[src/rtl/eprom_rd_pkg.sv]
package eprom_rd_pkg;
  typedef enum logic [1:0] {
    ST_IDLE   = 2'd0,
    ST_ACCESS = 2'd1,
    ST_FLOAT  = 2'd2
  } rd_state_e;
endpackage

[src/rtl/eprom_rd_timer.sv]
// Elapsed-cycle counter: loads 1 on restart, otherwise counts up and saturates.
module eprom_rd_timer #(
  parameter int CNT_W = 6
) (
  input  logic             clk,
  input  logic             rst_n,
  input  logic             restart,
  output logic [CNT_W-1:0] count_o
);
  localparam logic [CNT_W-1:0] CNT_MAX = {CNT_W{1'b1}};

  always_ff @(posedge clk or negedge rst_n) begin
    if (!rst_n)
      count_o <= '0;
    else if (restart)
      count_o <= CNT_W'(1);
    else if (count_o != CNT_MAX)
      count_o <= count_o + CNT_W'(1);
  end
endmodule

[src/rtl/eprom_rd_seq.sv]
// Strobe sequencer: idle -> access (select, then output drive) -> float turnaround.
module eprom_rd_seq
  import eprom_rd_pkg::*;
#(
  parameter int ACC_CYC = 24,
  parameter int OE_CYC  = 12,
  parameter int FLT_CYC = 10,
  parameter int CNT_W   = 6
) (
  input  logic             clk,
  input  logic             rst_n,
  input  logic             req_valid,
  input  logic [CNT_W-1:0] count_i,
  output logic             req_ready,
  output logic             accept_o,
  output logic             restart_o,
  output logic             capture_o,
  output logic             ce_n_o,
  output logic             oe_n_o
);
  localparam logic [CNT_W-1:0] T_OE_ON = CNT_W'(ACC_CYC - OE_CYC);
  localparam logic [CNT_W-1:0] T_DATA  = CNT_W'(ACC_CYC);
  localparam logic [CNT_W-1:0] T_FLOAT = CNT_W'(FLT_CYC);

  rd_state_e st_q;

  always_comb begin
    req_ready = (st_q == ST_IDLE);
    accept_o  = req_ready && req_valid;
    capture_o = (st_q == ST_ACCESS) && (count_i == T_DATA);
    restart_o = accept_o || capture_o;
  end

  always_ff @(posedge clk or negedge rst_n) begin
    if (!rst_n) begin
      st_q   <= ST_IDLE;
      ce_n_o <= 1'b1;
      oe_n_o <= 1'b1;
    end else begin
      unique case (st_q)
        ST_IDLE: begin
          if (accept_o) begin
            st_q   <= ST_ACCESS;
            ce_n_o <= 1'b0;
          end
        end
        ST_ACCESS: begin
          if (count_i == T_OE_ON)
            oe_n_o <= 1'b0;
          if (capture_o) begin
            ce_n_o <= 1'b1;
            oe_n_o <= 1'b1;
            st_q   <= ST_FLOAT;
          end
        end
        ST_FLOAT: begin
          if (count_i == T_FLOAT)
            st_q <= ST_IDLE;
        end
        default: st_q <= ST_IDLE;
      endcase
    end
  end
endmodule

[src/rtl/eprom_rd_capture.sv]
// Registers the returned byte and produces the single-cycle valid pulse.
module eprom_rd_capture #(
  parameter int DATA_W = 8
) (
  input  logic              clk,
  input  logic              rst_n,
  input  logic              capture_i,
  input  logic [DATA_W-1:0] dq_i,
  output logic              rsp_valid,
  output logic [DATA_W-1:0] rsp_data
);
  always_ff @(posedge clk or negedge rst_n) begin
    if (!rst_n) begin
      rsp_valid <= 1'b0;
      rsp_data  <= '0;
    end else begin
      rsp_valid <= capture_i;
      if (capture_i)
        rsp_data <= dq_i;
    end
  end
endmodule

[src/rtl/eprom_rd_ctrl.sv]
module eprom_rd_ctrl #(
  parameter int ADDR_W  = 20,
  parameter int DATA_W  = 8,
  parameter int ACC_CYC = 24,
  parameter int OE_CYC  = 12,
  parameter int FLT_CYC = 10
) (
  input  logic              clk,
  input  logic              rst_n,
  input  logic              req_valid,
  output logic              req_ready,
  input  logic [ADDR_W-1:0] req_addr,
  output logic              rsp_valid,
  output logic [DATA_W-1:0] rsp_data,
  output logic [ADDR_W-1:0] mem_addr,
  output logic              mem_ce_n,
  output logic              mem_oe_n,
  input  logic [DATA_W-1:0] mem_dq_in
);
  localparam int LONGEST = (ACC_CYC > FLT_CYC) ? ACC_CYC : FLT_CYC;
  localparam int CNT_W   = $clog2(LONGEST + 2);

  logic [CNT_W-1:0] count;
  logic             accept, restart, capture;

  eprom_rd_timer #(.CNT_W(CNT_W)) u_timer (
    .clk     (clk),
    .rst_n   (rst_n),
    .restart (restart),
    .count_o (count)
  );

  eprom_rd_seq #(
    .ACC_CYC (ACC_CYC),
    .OE_CYC  (OE_CYC),
    .FLT_CYC (FLT_CYC),
    .CNT_W   (CNT_W)
  ) u_seq (
    .clk       (clk),
    .rst_n     (rst_n),
    .req_valid (req_valid),
    .count_i   (count),
    .req_ready (req_ready),
    .accept_o  (accept),
    .restart_o (restart),
    .capture_o (capture),
    .ce_n_o    (mem_ce_n),
    .oe_n_o    (mem_oe_n)
  );

  eprom_rd_capture #(.DATA_W(DATA_W)) u_cap (
    .clk       (clk),
    .rst_n     (rst_n),
    .capture_i (capture),
    .dq_i      (mem_dq_in),
    .rsp_valid (rsp_valid),
    .rsp_data  (rsp_data)
  );

  // Address is launched with the select strobe and held until the next accept.
  always_ff @(posedge clk or negedge rst_n) begin
    if (!rst_n)
      mem_addr <= '0;
    else if (accept)
      mem_addr <= req_addr;
  end
endmodule

[config.mk]
export PLATFORM = sky130hd
export DESIGN_NAME = eprom_rd_ctrl
export DESIGN_NICKNAME = d
export VERILOG_FILES = /design/src/rtl/eprom_rd_pkg.sv /design/src/rtl/eprom_rd_timer.sv /design/src/rtl/eprom_rd_seq.sv /design/src/rtl/eprom_rd_capture.sv /design/src/rtl/eprom_rd_ctrl.sv
export SDC_FILE = /design/constraint.sdc
export NUM_CORES = 1
export LEC_CHECK = 0
export BUFFER_PORTS_ARGS = -buffer_cell sky130_fd_sc_hd__clkbuf_2
export CORE_MARGIN = 4
export CORE_UTILIZATION = 40
export CTS_CLUSTER_SIZE = 20
export DETAILED_ROUTE_END_ITERATION = 12
export HOLD_SLACK_MARGIN = 0.03
export PLACE_DENSITY_LB_ADDON = 0.3
export SETUP_SLACK_MARGIN = 0.15
export SLEW_MARGIN = 20
export SYNTH_ARGS = -nofsm -noshare
export SYNTH_HDL_FRONTEND = slang
export SYNTH_HIERARCHICAL = 1
export SYNTH_SLANG_ARGS = --single-unit
[constraint.sdc]
create_clock -name clk -period 3.1 [get_ports clk]
set_input_delay 0.465 -clock clk [delete_from_list [all_inputs] [get_ports clk]]
set_output_delay 0.465 -clock clk [all_outputs]
set_load 0.01 [all_outputs]
==> results of run 1 <==
==> through the flow <==
| stage | hold WS (ns) | instances | utilization (%) | power [uW] | instance area (um2) |
|---|---|---|---|---|---|
| floorplan | 0.1694 | 107 | - | 1471 | 1658 |
| global placement | 0.4571 | 218 | 50.30 | 1761 | 2012 |
| detailed placement | 0.4591 | 218 | 50.30 | 1809 | 2012 |
| CTS | 0.3250 | 226 | 52.67 | 2174 | 2107 |
| global route | 0.3771 | 226 | 52.67 | 2285 | 2107 |
| finish | 0.3102 | 226 | 52.67 | 2141 | 2107 |
==> cells in the final DEF, fill, tap and decap left out, drive strengths merged, types with 2 or more instances in the layout <==
| master | count |
|---|---|
| buf | 2 |
| or3b | 3 |
| ha | 2 |
| dfstp | 2 |
| nand2 | 5 |
| xor2 | 2 |
| nor2 | 6 |
| inv | 5 |
| mux2 | 28 |
| mux2i | 2 |
| clkbuf | 68 |
| dfrtp | 36 |
==> worst reg2reg max path, stage by stage (launching register included) <==
cell and delay (ns):
dfrtp_1 0.42, or3b_2 0.51, inv_1 0.47, buf_4 0.28
mux2_4 0.31
==> cell usage after synthesis <==
cell	number
o21ai_0	1
dfrtp_1	36
o32ai_1	1
or3b_4	1
or3_4	1
inv_1	5
dfstp_2	2
mux2i_1	2
o2bb2ai_1	1
xor2_1	2
nand4b_1	1
ha_1	2
nand3b_1	1
xnor2_1	1
nor2b_1	1
nand3_1	1
nand2_1	5
or2_2	1
nand2b_1	1
mux2_4	28
and3_1	1
a32o_1	1
or3b_1	1
or3b_2	1
buf_6	3
nor2_1	6
==> sequential cells by signal, indices dropped and copies added (netlist names) <==
| signal | cells |
|---|---|
| u_timer/count_o | 5 |
| u_seq/st_q | 2 |
| u_cap/rsp_data | 8 |
| mem_addr | 20 |
| u_seq/oe_n_o | 1 |
| u_seq/ce_n_o | 1 |
| u_cap/rsp_valid | 1 |
==> logic make-up (layout without fill, tap and decap cells) <==
family,after synthesis,in the layout,synth area share (%)
DFF,38,38,57.51
muxes,30,30,26.57
and+or+nand+nor,22,22,7.699
buffers and inverters,8,77,3.170
AOI/OAI and AO/OA,4,4,1.962
xor gates and xnor gates,3,3,1.585
adders and majority gates,2,2,1.509
==> routing by layer <==
layer  vias to the layer above  share of wire (%)  routed length (um)
met4                         0               0.39                  14
met3                         2                7.7                 276
met5                         -                  0                   0
met1                       553                 40                1443
met2                        36                 52                1860
li1                        500                  -                   -
==> path summary, 6_finish.rpt <==
kind	from	depth (start not counted)	end	slack, ns
setup / recovery	u_seq/st_q[0]$_DFFE_PN0P_	4	mem_addr[7]$_DFFE_PN0P_	1.0
hold / removal	rst_n	1	mem_addr[0]$_DFFE_PN0P_	0.31
setup reg to reg	u_seq/st_q[0]$_DFFE_PN0P_	4	mem_addr[7]$_DFFE_PN0P_	1.0
hold reg to reg	u_seq/ce_n_o$_DFFE_PN1P_	2	u_seq/ce_n_o$_DFFE_PN1P_	0.47
max in group asynchronous	rst_n	1	u_timer/count_o[4]$_DFFE_PN0P_	2.19
min in group clk	mem_dq_in[6]	2	u_cap/rsp_data[6]$_DFFE_PN0P_	0.40
==> report_power, final <==
part | leakage, uW | internal, uW | switching, uW
combinational | 0.000601 | 507 | 378
clock | 0.0000472 | 179 | 170
sequential | 0.000461 | 737 | 171
==> layout make-up <==
cell class                      count  area (um2)  share of cell area [%]
Inverter                            5       18.77                  0.8907
Timing Repair Buffer               64       325.3                   15.44
Multi-Input combinational cell     61       651.9                   30.94
Tap cell                           50       62.56                   2.969
Clock inverter                      2       12.51                  0.5938
Clock buffer                        6       82.58                   3.919
Sequential cell                    38       953.4                   45.25
==> results.yml, run 1 <==
grt:
  overflow: 0
  use_met1_pct: 16.39
  grt_use_met3_pct: 5.540
  grt_max_degree: 39
  grt_pass1_vias: 1173
  top_usage_layer: "met2"
  grt_pass1_wl_mm: 5.733
  grt.met2_usage_pct: 24.67
  grt_use_total_pct: 14.39
  antenna_found_initial: 0
cts:
  clockBufferDepth: 2
  cts_hold_buf: 0
  clock-sinks: 38
  cts_made_buffers: 5
  postCtsResizedCells: 0
  clkLatencyLatePin_ns: 0.29
  postCtsSetupBuffers: 0
  clk_pin_slew_worst_paths_ns: 0.08
  root_buffer: "clkbuf_8"
  h-tree-depth: 2
  cts_tree: "built"
final_layout:
  n_antenna_cell: 0
  drive_above_1_share_pct: 60.23
  area_growth_syn_to_layout_pct: 27.09
  nets: 208
  nFillCells: 350
critical_path:
  critical_path_class: "flip-flop to flip-flop"
  cp.arrival_ns: 2.28
  worstSetupStartpointType: "flip-flop"
  critPathBufInv: 2
  cp-end-kind: "flip-flop"
  cp_max_fo: 12
  required_ns: 3.28
  cp_cell_sequence: "or3b_2 -> inv_1 -> buf_4 -> mux2_4"
  slowest_stage: "or3b_2"
  critPathTopFamily: "buffers and inverters"
  slowest_delay_ns: 0.51
die:
  die_w_um: 72.38
  start_util_pct: 41.45
  placementRows: 23
  fp.dieArea_um2: 5239
  io_pins: 63
  die_h_um: 72.38
  core_area_um2: 4000
timing:
  rsz0062_at_grt: "no"
  tightest_slew_ns: 0.9526
  slew_headroom_pct: 36.49
  skew_ns: 0.007083
  setup_viol: 0
  finalHoldViolCount: 0
  setup_slack_ns: 0.9955
  period_needed_ns: 2.105
  tns_ns: 0
  drv_slew: 0
  max_freq_mhz: 475.2
  period_share_pct: 67.89
placed_design:
  place.gp.congestion: 0.8159
  io_buffer_count: 62
  dpl_worst_slack_ns: 0.8657
  dp_hpwl_mm: 2.724
synthesis:
  ys_ff_latch: 38
  synth_top_area_share_pct: 54.34
  avgSynthCellArea_um2: 15.49
  yosysTopAreaCell: "dfrtp_1"
  synth_area_um2: 1658
  yosys_warnings: 6
  ys_types: 26
  synth_nets: 140
  synth_seq_area_share_pct: 57.51
  synth_cells: 107
  synth_area_leaders: "dfrtp_1, mux2_4, dfstp_2"
routing:
  firstDrtPassIters: 4
  drt-wirelength-per-cell_um: 15.91
  dr_total_vias: 1091
  drt-initial-drc-count: 22
  vias_per_cell: 4.827
  wl_mm: 3.596
  drc_errors: 0
  ant_nets: 0
outcome:
  outcome: "finished, final reports clean"
run:
  cap_violations: 0
min_path:
  hold_class: "primary input to async pin"
power:
  p_per_area_nw_per_um2: 1016
  peakVddDrop_mv: 0.2913
  p_leak_uw: 0.001110
No activity file was read; power rests on OpenSTA's default activity.
==> inputs of run 2 (changes only) <==
Settings changed: ABC_AREA from default to 1.
Clock period 3.1 ns to 2.2 ns, I/O delays scaled along.
==> run 2 against run 1 <==
Net effect:
- routed wire length fell by 6.3%
- fmax increased by 39%
- synthesized cell count increased by 75%
- sequential power increased by 32%
- sequential share of layout area up 1.2 points
- count of clock-buffer cells in the layout stayed put
- via count grew 22%
- power rose by 27%
- global-route usage shrank 0.40 points
- final cell count increased by 35%
- critical path type unchanged
- largest power group unchanged
==> results.yml, run 2 <==
critical_path:
  cp_max_fo: 4
  required_ns: 2.37
  worstRegToRegCells: 7
  rrSetupSlack_ns: 0.69
  critical_path_class: "flip-flop to flip-flop"
  r2r_end: "u_timer/count_o[3]$_DFFE_PN0P_"
  r2r_start: "u_timer/count_o[0]$_DFFE_PN0P_"
  cp.arrival_ns: 1.69
  cp-end-kind: "flip-flop"
  worstSetupStartpointType: "flip-flop"
min_path:
  worstHoldPathCells: 3
  hold_class: "primary input to flip-flop"
  whs_endpoint: "u_cap/rsp_data[7]$_DFFE_PN0P_"
  hold_path_startpoint: "mem_dq_in[7]"
cts:
  cts_tree: "built"
  clk_pin_slew_worst_paths_ns: 0.07
  postCtsResizedCells: 0
  root_buffer: "clkbuf_8"
  cts_made_buffers: 5
  clock-sinks: 38
  clockBufferDepth: 2
  h-tree-depth: 2
  postCtsSetupBuffers: 0
  clkLatencyLatePin_ns: 0.28
synthesis:
  synthArstFlopShare_pct: 100.0
  ys_types: 18
  yosysTopAreaCell: "dfrtp_1"
  synth_seq_area_share_pct: 59.39
  synth_most_common_cell: "nand2_1"
  avgSynthCellArea_um2: 8.584
  ys_ff_latch: 38
  synth_edf_count: 0
  synthTopCellsByCount: "nand2_1, dfrtp_1, inv_1, nor2_1, inv_2"
  synth_ff_type: "dfrtp_1"
  synth_top_area_share_pct: 56.12
  synth_area_um2: 1605
  synth_cells: 187
  synth_area_leaders: "dfrtp_1, nand2_1, dfstp_2"
  synth_nets: 220
  yosys_warnings: 6
grt:
  overflow: 0
  grt_pass1_vias: 1257
  grt_pass1_wl_mm: 5.664
  grt_max_degree: 21
  antenna_found_initial: 0
  grt_use_total_pct: 13.98
placed_design:
  dpl_worst_slack_ns: 0.7008
  io_buffer_count: 62
  dp_hpwl_mm: 2.548
  place.gp.congestion: 0.7405
power:
  peakVddDrop_mv: 0.5362
  p_per_area_nw_per_um2: 1318
  p_leak_uw: 0.001227
routing:
  vias_per_cell: 4.388
  drc_errors: 0
  ant_nets: 0
  dr_total_vias: 1334
  drt-wirelength-per-cell_um: 11.08
  wl_mm: 3.369
  firstDrtPassIters: 5
  drt-initial-drc-count: 69
die:
  core_area_um2: 3771
  start_util_pct: 42.57
  io_pins: 63
  die_h_um: 71.35
  fp.dieArea_um2: 5091
  placementRows: 22
  die_w_um: 71.35
final_layout:
  final_common_cell: "nand2_1"
  nets: 288
  area_growth_syn_to_layout_pct: 27.98
  drive_above_1_share_pct: 33.98
  n_antenna_cell: 0
  largest_reg_flops: 20
  nFillCells: 344
  fin_util_pct: 54.48
  final_cell_mix: "nand2_1, clkbuf_2, dfrtp_1"
  top_regs: "mem_addr: 20 flops, u_cap/rsp_data: 8 flops, u_timer/count_o: 5 flops"
  regMostFlops: "mem_addr"
outcome:
  outcome: "finished, final reports clean"
run:
  cap_violations: 0
timing:
  tightest_slew_ns: 0.3435
  finalHoldViolCount: 0
  skew_ns: 0.002079
  slew_headroom_pct: 77.07
  drv_slew: 0
  tns_ns: 0
  period_share_pct: 68.81
  setup_slack_ns: 0.6861
  rsz0062_at_grt: "no"
  setup_viol: 0
  period_needed_ns: 1.514
  max_freq_mhz: 660.6
==> run 2: changes by cell type after synthesis, moves of 4 or more <==
cell,change
nor2_1,+4
inv_2,+6
inv_1,+5
nand2_1,+95
mux2_4,-28
==> run 2: final cells by class <==
cell class / count / area (um2) / area share [%]
Sequential cell: 38 / 953.4 / 46.41
Multi-Input combinational cell: 128 / 543.0 / 26.43
Timing Repair Buffer: 66 / 342.8 / 16.69
Clock buffer: 6 / 82.58 / 4.019
Inverter: 16 / 60.06 / 2.923
Tap cell: 48 / 60.06 / 2.923
Clock inverter: 2 / 12.51 / 0.6090
==> run 2: timing repair <==
action / 4_1_cts / 5_1_grt
setup endpoints to repair: 0 / 0
hold endpoints to repair: 2 / 0
hold buffers: 1 / 0
==> run 2: report_power, final <==
| group | switching (uW) | internal [uW] |
|---|---|---|
| Combinational | 618 | 403 |
| Clock | 232 | 252 |
| Sequential | 194 | 1010 |
==> run 2: logic make-up after synthesis <==
logic type,count (synthesis),share of synthesized area [%]
simple gates,120,30.40
flops,38,59.39
buf+inv,21,6.781
compound gates,6,1.870
fa+ha+maj,2,1.559
==> run 2: worst max path at each step <==
| stage | startpoint | end | slack (ns) | cells after the start |
|---|---|---|---|---|
| 4_1_cts | u_timer/count_o[0]$_DFFE_PN0P_ | u_timer/count_o[3]$_DFFE_PN0P_ | 0.69 | 7 |
| 5_1_grt | u_seq/st_q[0]$_DFFE_PN0P_ | mem_addr[16]$_DFFE_PN0P_ | 0.58 | 6 |
| 2_1_floorplan | u_timer/count_o[0]$_DFFE_PN0P_ | u_timer/count_o[3]$_DFFE_PN0P_ | 0.80 | 7 |
| 3_3_place_gp | u_timer/count_o[0]$_DFFE_PN0P_ | u_timer/count_o[3]$_DFFE_PN0P_ | 0.77 | 7 |
| 6_report | u_timer/count_o[0]$_DFFE_PN0P_ | u_timer/count_o[3]$_DFFE_PN0P_ | 0.69 | 7 |
| 3_5_place_dp | u_timer/count_o[0]$_DFFE_PN0P_ | u_timer/count_o[3]$_DFFE_PN0P_ | 0.70 | 7 |
==> run 2: through the flow <==
step                      hold WS (ns)  total power, uW  cell area [um2]  cells
after floorplan                0.03441             1852             1605    187
after global placement          0.1349             2226             1949    295
after CTS                       0.2355             2757             2054    304
after detailed placement        0.1368             2257             1949    295
final                           0.2438             2709             2054    304
after global routing            0.2438             2945             2054    304
==> run 2: layer usage <==
metal  part of all wire (%)  track usage (%)  vias up  wire length [um]
met4                    1.0            5.637        0                35
met3                    8.0            3.366        4               270
li1                       -                -      694                 -
met2                     46            21.94       47              1558
met1                     45            18.62      589              1505
met5                      0                0        -                 0
==> run 2: critical path: stages (launching register included) <==
cell and delay, ns:
dfrtp_1 0.42, ha_1 0.24, and3_1 0.18, ha_1 0.23, nor2_2 0.16, nand3_1 0.09
nand2_1 0.06, nor2_1 0.04
==> inputs of run 3 (changes only) <==
Settings changed: ABC_AREA 1 to 0.
Clock period 2.2 ns to 1.4 ns, I/O delays scaled along.
==> run 3 against run 2 <==
Net effect:
- final area is 22% higher
- routed wire length up 11%
- die area increased by 2.9%
- register-to-register slack worse by 1.0 ns
- the flow now finishes with violations (setup timing)
- sequential power up 61%
- global-route usage is 0.55 points higher
- sequential cell count is the same
- non-clock buffer count rose by 24
- final cell count shrank 17%
- hold slack got worse by 0.096 ns
- sequential share of layout area shrank 8.3 points
==> results.yml, run 3 (synthesis results as in run 1) <==
outcome:
  outcome: "finished, violations left"
  violations: "setup timing"
timing:
  setup_slack_ns: -0.3501
  setup_viol: 37
  finalHoldViolCount: 0
  tightest_slew_ns: 0.5276
  drv_slew: 0
  rsz0062_at_grt: "yes"
  max_freq_mhz: 571.4
  period_needed_ns: 1.750
  slew_headroom_pct: 64.82
  skew_ns: 0.007041
  period_share_pct: 125.0
die:
  start_util_pct: 41.45
  io_pins: 63
  placementRows: 23
  fp.dieArea_um2: 5239
  die_h_um: 72.38
  die_w_um: 72.38
  core_area_um2: 4000
routing:
  drt-initial-drc-count: 40
  vias_per_cell: 4.597
  drc_errors: 0
  firstDrtPassIters: 4
  dr_total_vias: 1163
  ant_nets: 0
  drt-wirelength-per-cell_um: 14.75
  wl_mm: 3.733
critical_path:
  critPathBufInv: 1
  cp.depth: 4
  critPathCapture: "u_cap/rsp_data[0]$_DFFE_PN0P_"
  critPathTopFamily: "simple AND/OR/NAND/NOR gates"
  crit_start: "u_timer/count_o[0]$_DFFE_PN0P_"
  r2r_end: "u_cap/rsp_data[0]$_DFFE_PN0P_"
  required_ns: 1.57
  worstSetupStartpointType: "flip-flop"
  slowest_stage: "or3_4"
  worstRegToRegCells: 4
  cp-end-kind: "flip-flop"
  cp_max_fo: 5
  cp_cell_sequence: "or3b_4 -> or3_4 -> inv_8 -> mux2_4"
  cp.arrival_ns: 1.92
  rrSetupSlack_ns: -0.35
  slowest_delay_ns: 0.45
  critical_path_class: "flip-flop to flip-flop"
  r2r_start: "u_timer/count_o[0]$_DFFE_PN0P_"
final_layout:
  largest_reg_flops: 20
  nets: 235
  drive_above_1_share_pct: 72.41
  fin_cells: 253
  final_common_cell: "clkbuf_2"
  area_growth_syn_to_layout_pct: 51.02
  design_area_um2: 2504
  n_antenna_cell: 0
  final_cell_mix: "clkbuf_2, dfrtp_1, mux2_4"
  top_regs: "mem_addr: 20 flops, u_cap/rsp_data: 8 flops, u_timer/count_o: 5 flops"
  regMostFlops: "mem_addr"
power:
  power.switching_uw: 1812
  peakVddDrop_mv: 0.9069
  p_per_area_nw_per_um2: 2195
  power.share.clock_pct: 14.0
  p_int_uw: 3684
  p_leak_uw: 0.001263
  power_frac_comb_pct: 50.8
  p_seq_share_pct: 35.2
  switching_share_pct: 32.96
grt:
  grt_use_total_pct: 14.53
  grt_pass1_vias: 1223
  grt_max_degree: 24
  overflow: 0
  antenna_found_initial: 0
  grt_pass1_wl_mm: 5.747
placed_design:
  dp_cells: 233
  io_buffer_count: 62
  dp_hpwl_mm: 2.612
  place.gp.congestion: 0.7850
  placed_cell_area_um2: 2145
cts:
  clkLatencyLatePin_ns: 0.29
  clockBufferDepth: 2
  clk_pin_slew_worst_paths_ns: 0.07
  cts_tree: "built"
  cts_made_buffers: 5
  clock-sinks: 38
  root_buffer: "clkbuf_8"
  h-tree-depth: 2
run:
  cap_violations: 0
min_path:
  hold_class: "primary input to flip-flop"
==> run 3: metal layers <==
metal	global-route usage (%)	wire length, um	up-vias
li1	-	-	558
met1	17.90	1556	554
met2	23.76	1821	45
met3	4.709	304	6
met4	5.533	50	0
met5	0	0	-
==> run 3: worst min-delay path by stage <==
stage / start / end / cells after the start
4_1_cts: req_addr[9] / mem_addr[9]$_DFFE_PN0P_ / 2
3_5_place_dp: rst_n / mem_addr[15]$_DFFE_PN0P_ / 1
3_3_place_gp: rst_n / mem_addr[10]$_DFFE_PN0P_ / 1
6_report: req_addr[9] / mem_addr[9]$_DFFE_PN0P_ / 2
5_1_grt: mem_dq_in[6] / u_cap/rsp_data[6]$_DFFE_PN0P_ / 2
2_1_floorplan: rst_n / mem_addr[0]$_DFFE_PN0P_ / 0
==> run 3: stage by stage <==
stage               setup slack, ns  util (%)  power (uW)  hold slack, ns  setup TNS [ns]
CTS                         -0.3266     58.81        5182          0.1338          -7.760
global placement            -0.3999     53.61        4158          0.2053          -7.592
finish                      -0.3501     62.59        5496          0.1479          -8.051
global route                -0.3842     62.59        5847          0.1384          -9.413
floorplan                   -0.4141         -        3284        -0.08559          -4.873
detailed placement          -0.4404     53.61        4241          0.2131          -8.612
==> run 3: power groups by stage <==
| stage | clock network (uW) | registers, uW | logic (uW) |
|---|---|---|---|
| after floorplan | 0 | 2160 | 1130 |
| after global placement | 0 | 1910 | 2250 |
| after detailed placement | 0 | 1940 | 2300 |
| after CTS | 797 | 1930 | 2450 |
| after global routing | 843 | 2000 | 3000 |
| final | 767 | 1930 | 2790 |
==> run 3: cell type report <==
type | instances | area (um2)
fill | 325 | 1496
sequential | 38 | 953.4
multi-input combinational | 61 | 753.2
timing repair buffer | 90 | 599.3
clock buffer | 6 | 82.58
tap | 50 | 62.56
inverter | 5 | 31.28
clock inverter | 2 | 12.51
timing repair inverter | 1 | 8.758
==> run 3: what timing repair did <==
| action | CTS | global route |
|---|---|---|
| setup buffers | 1 | 8 |
| setup endpoints to repair | 39 | 39 |
| cloned | 2 | 0 |
| hold endpoints to repair | 19 | 0 |
| hold buffers | 1 | 0 |
| pin swaps | 5 | 8 |
| resized for setup | 18 | 20 |
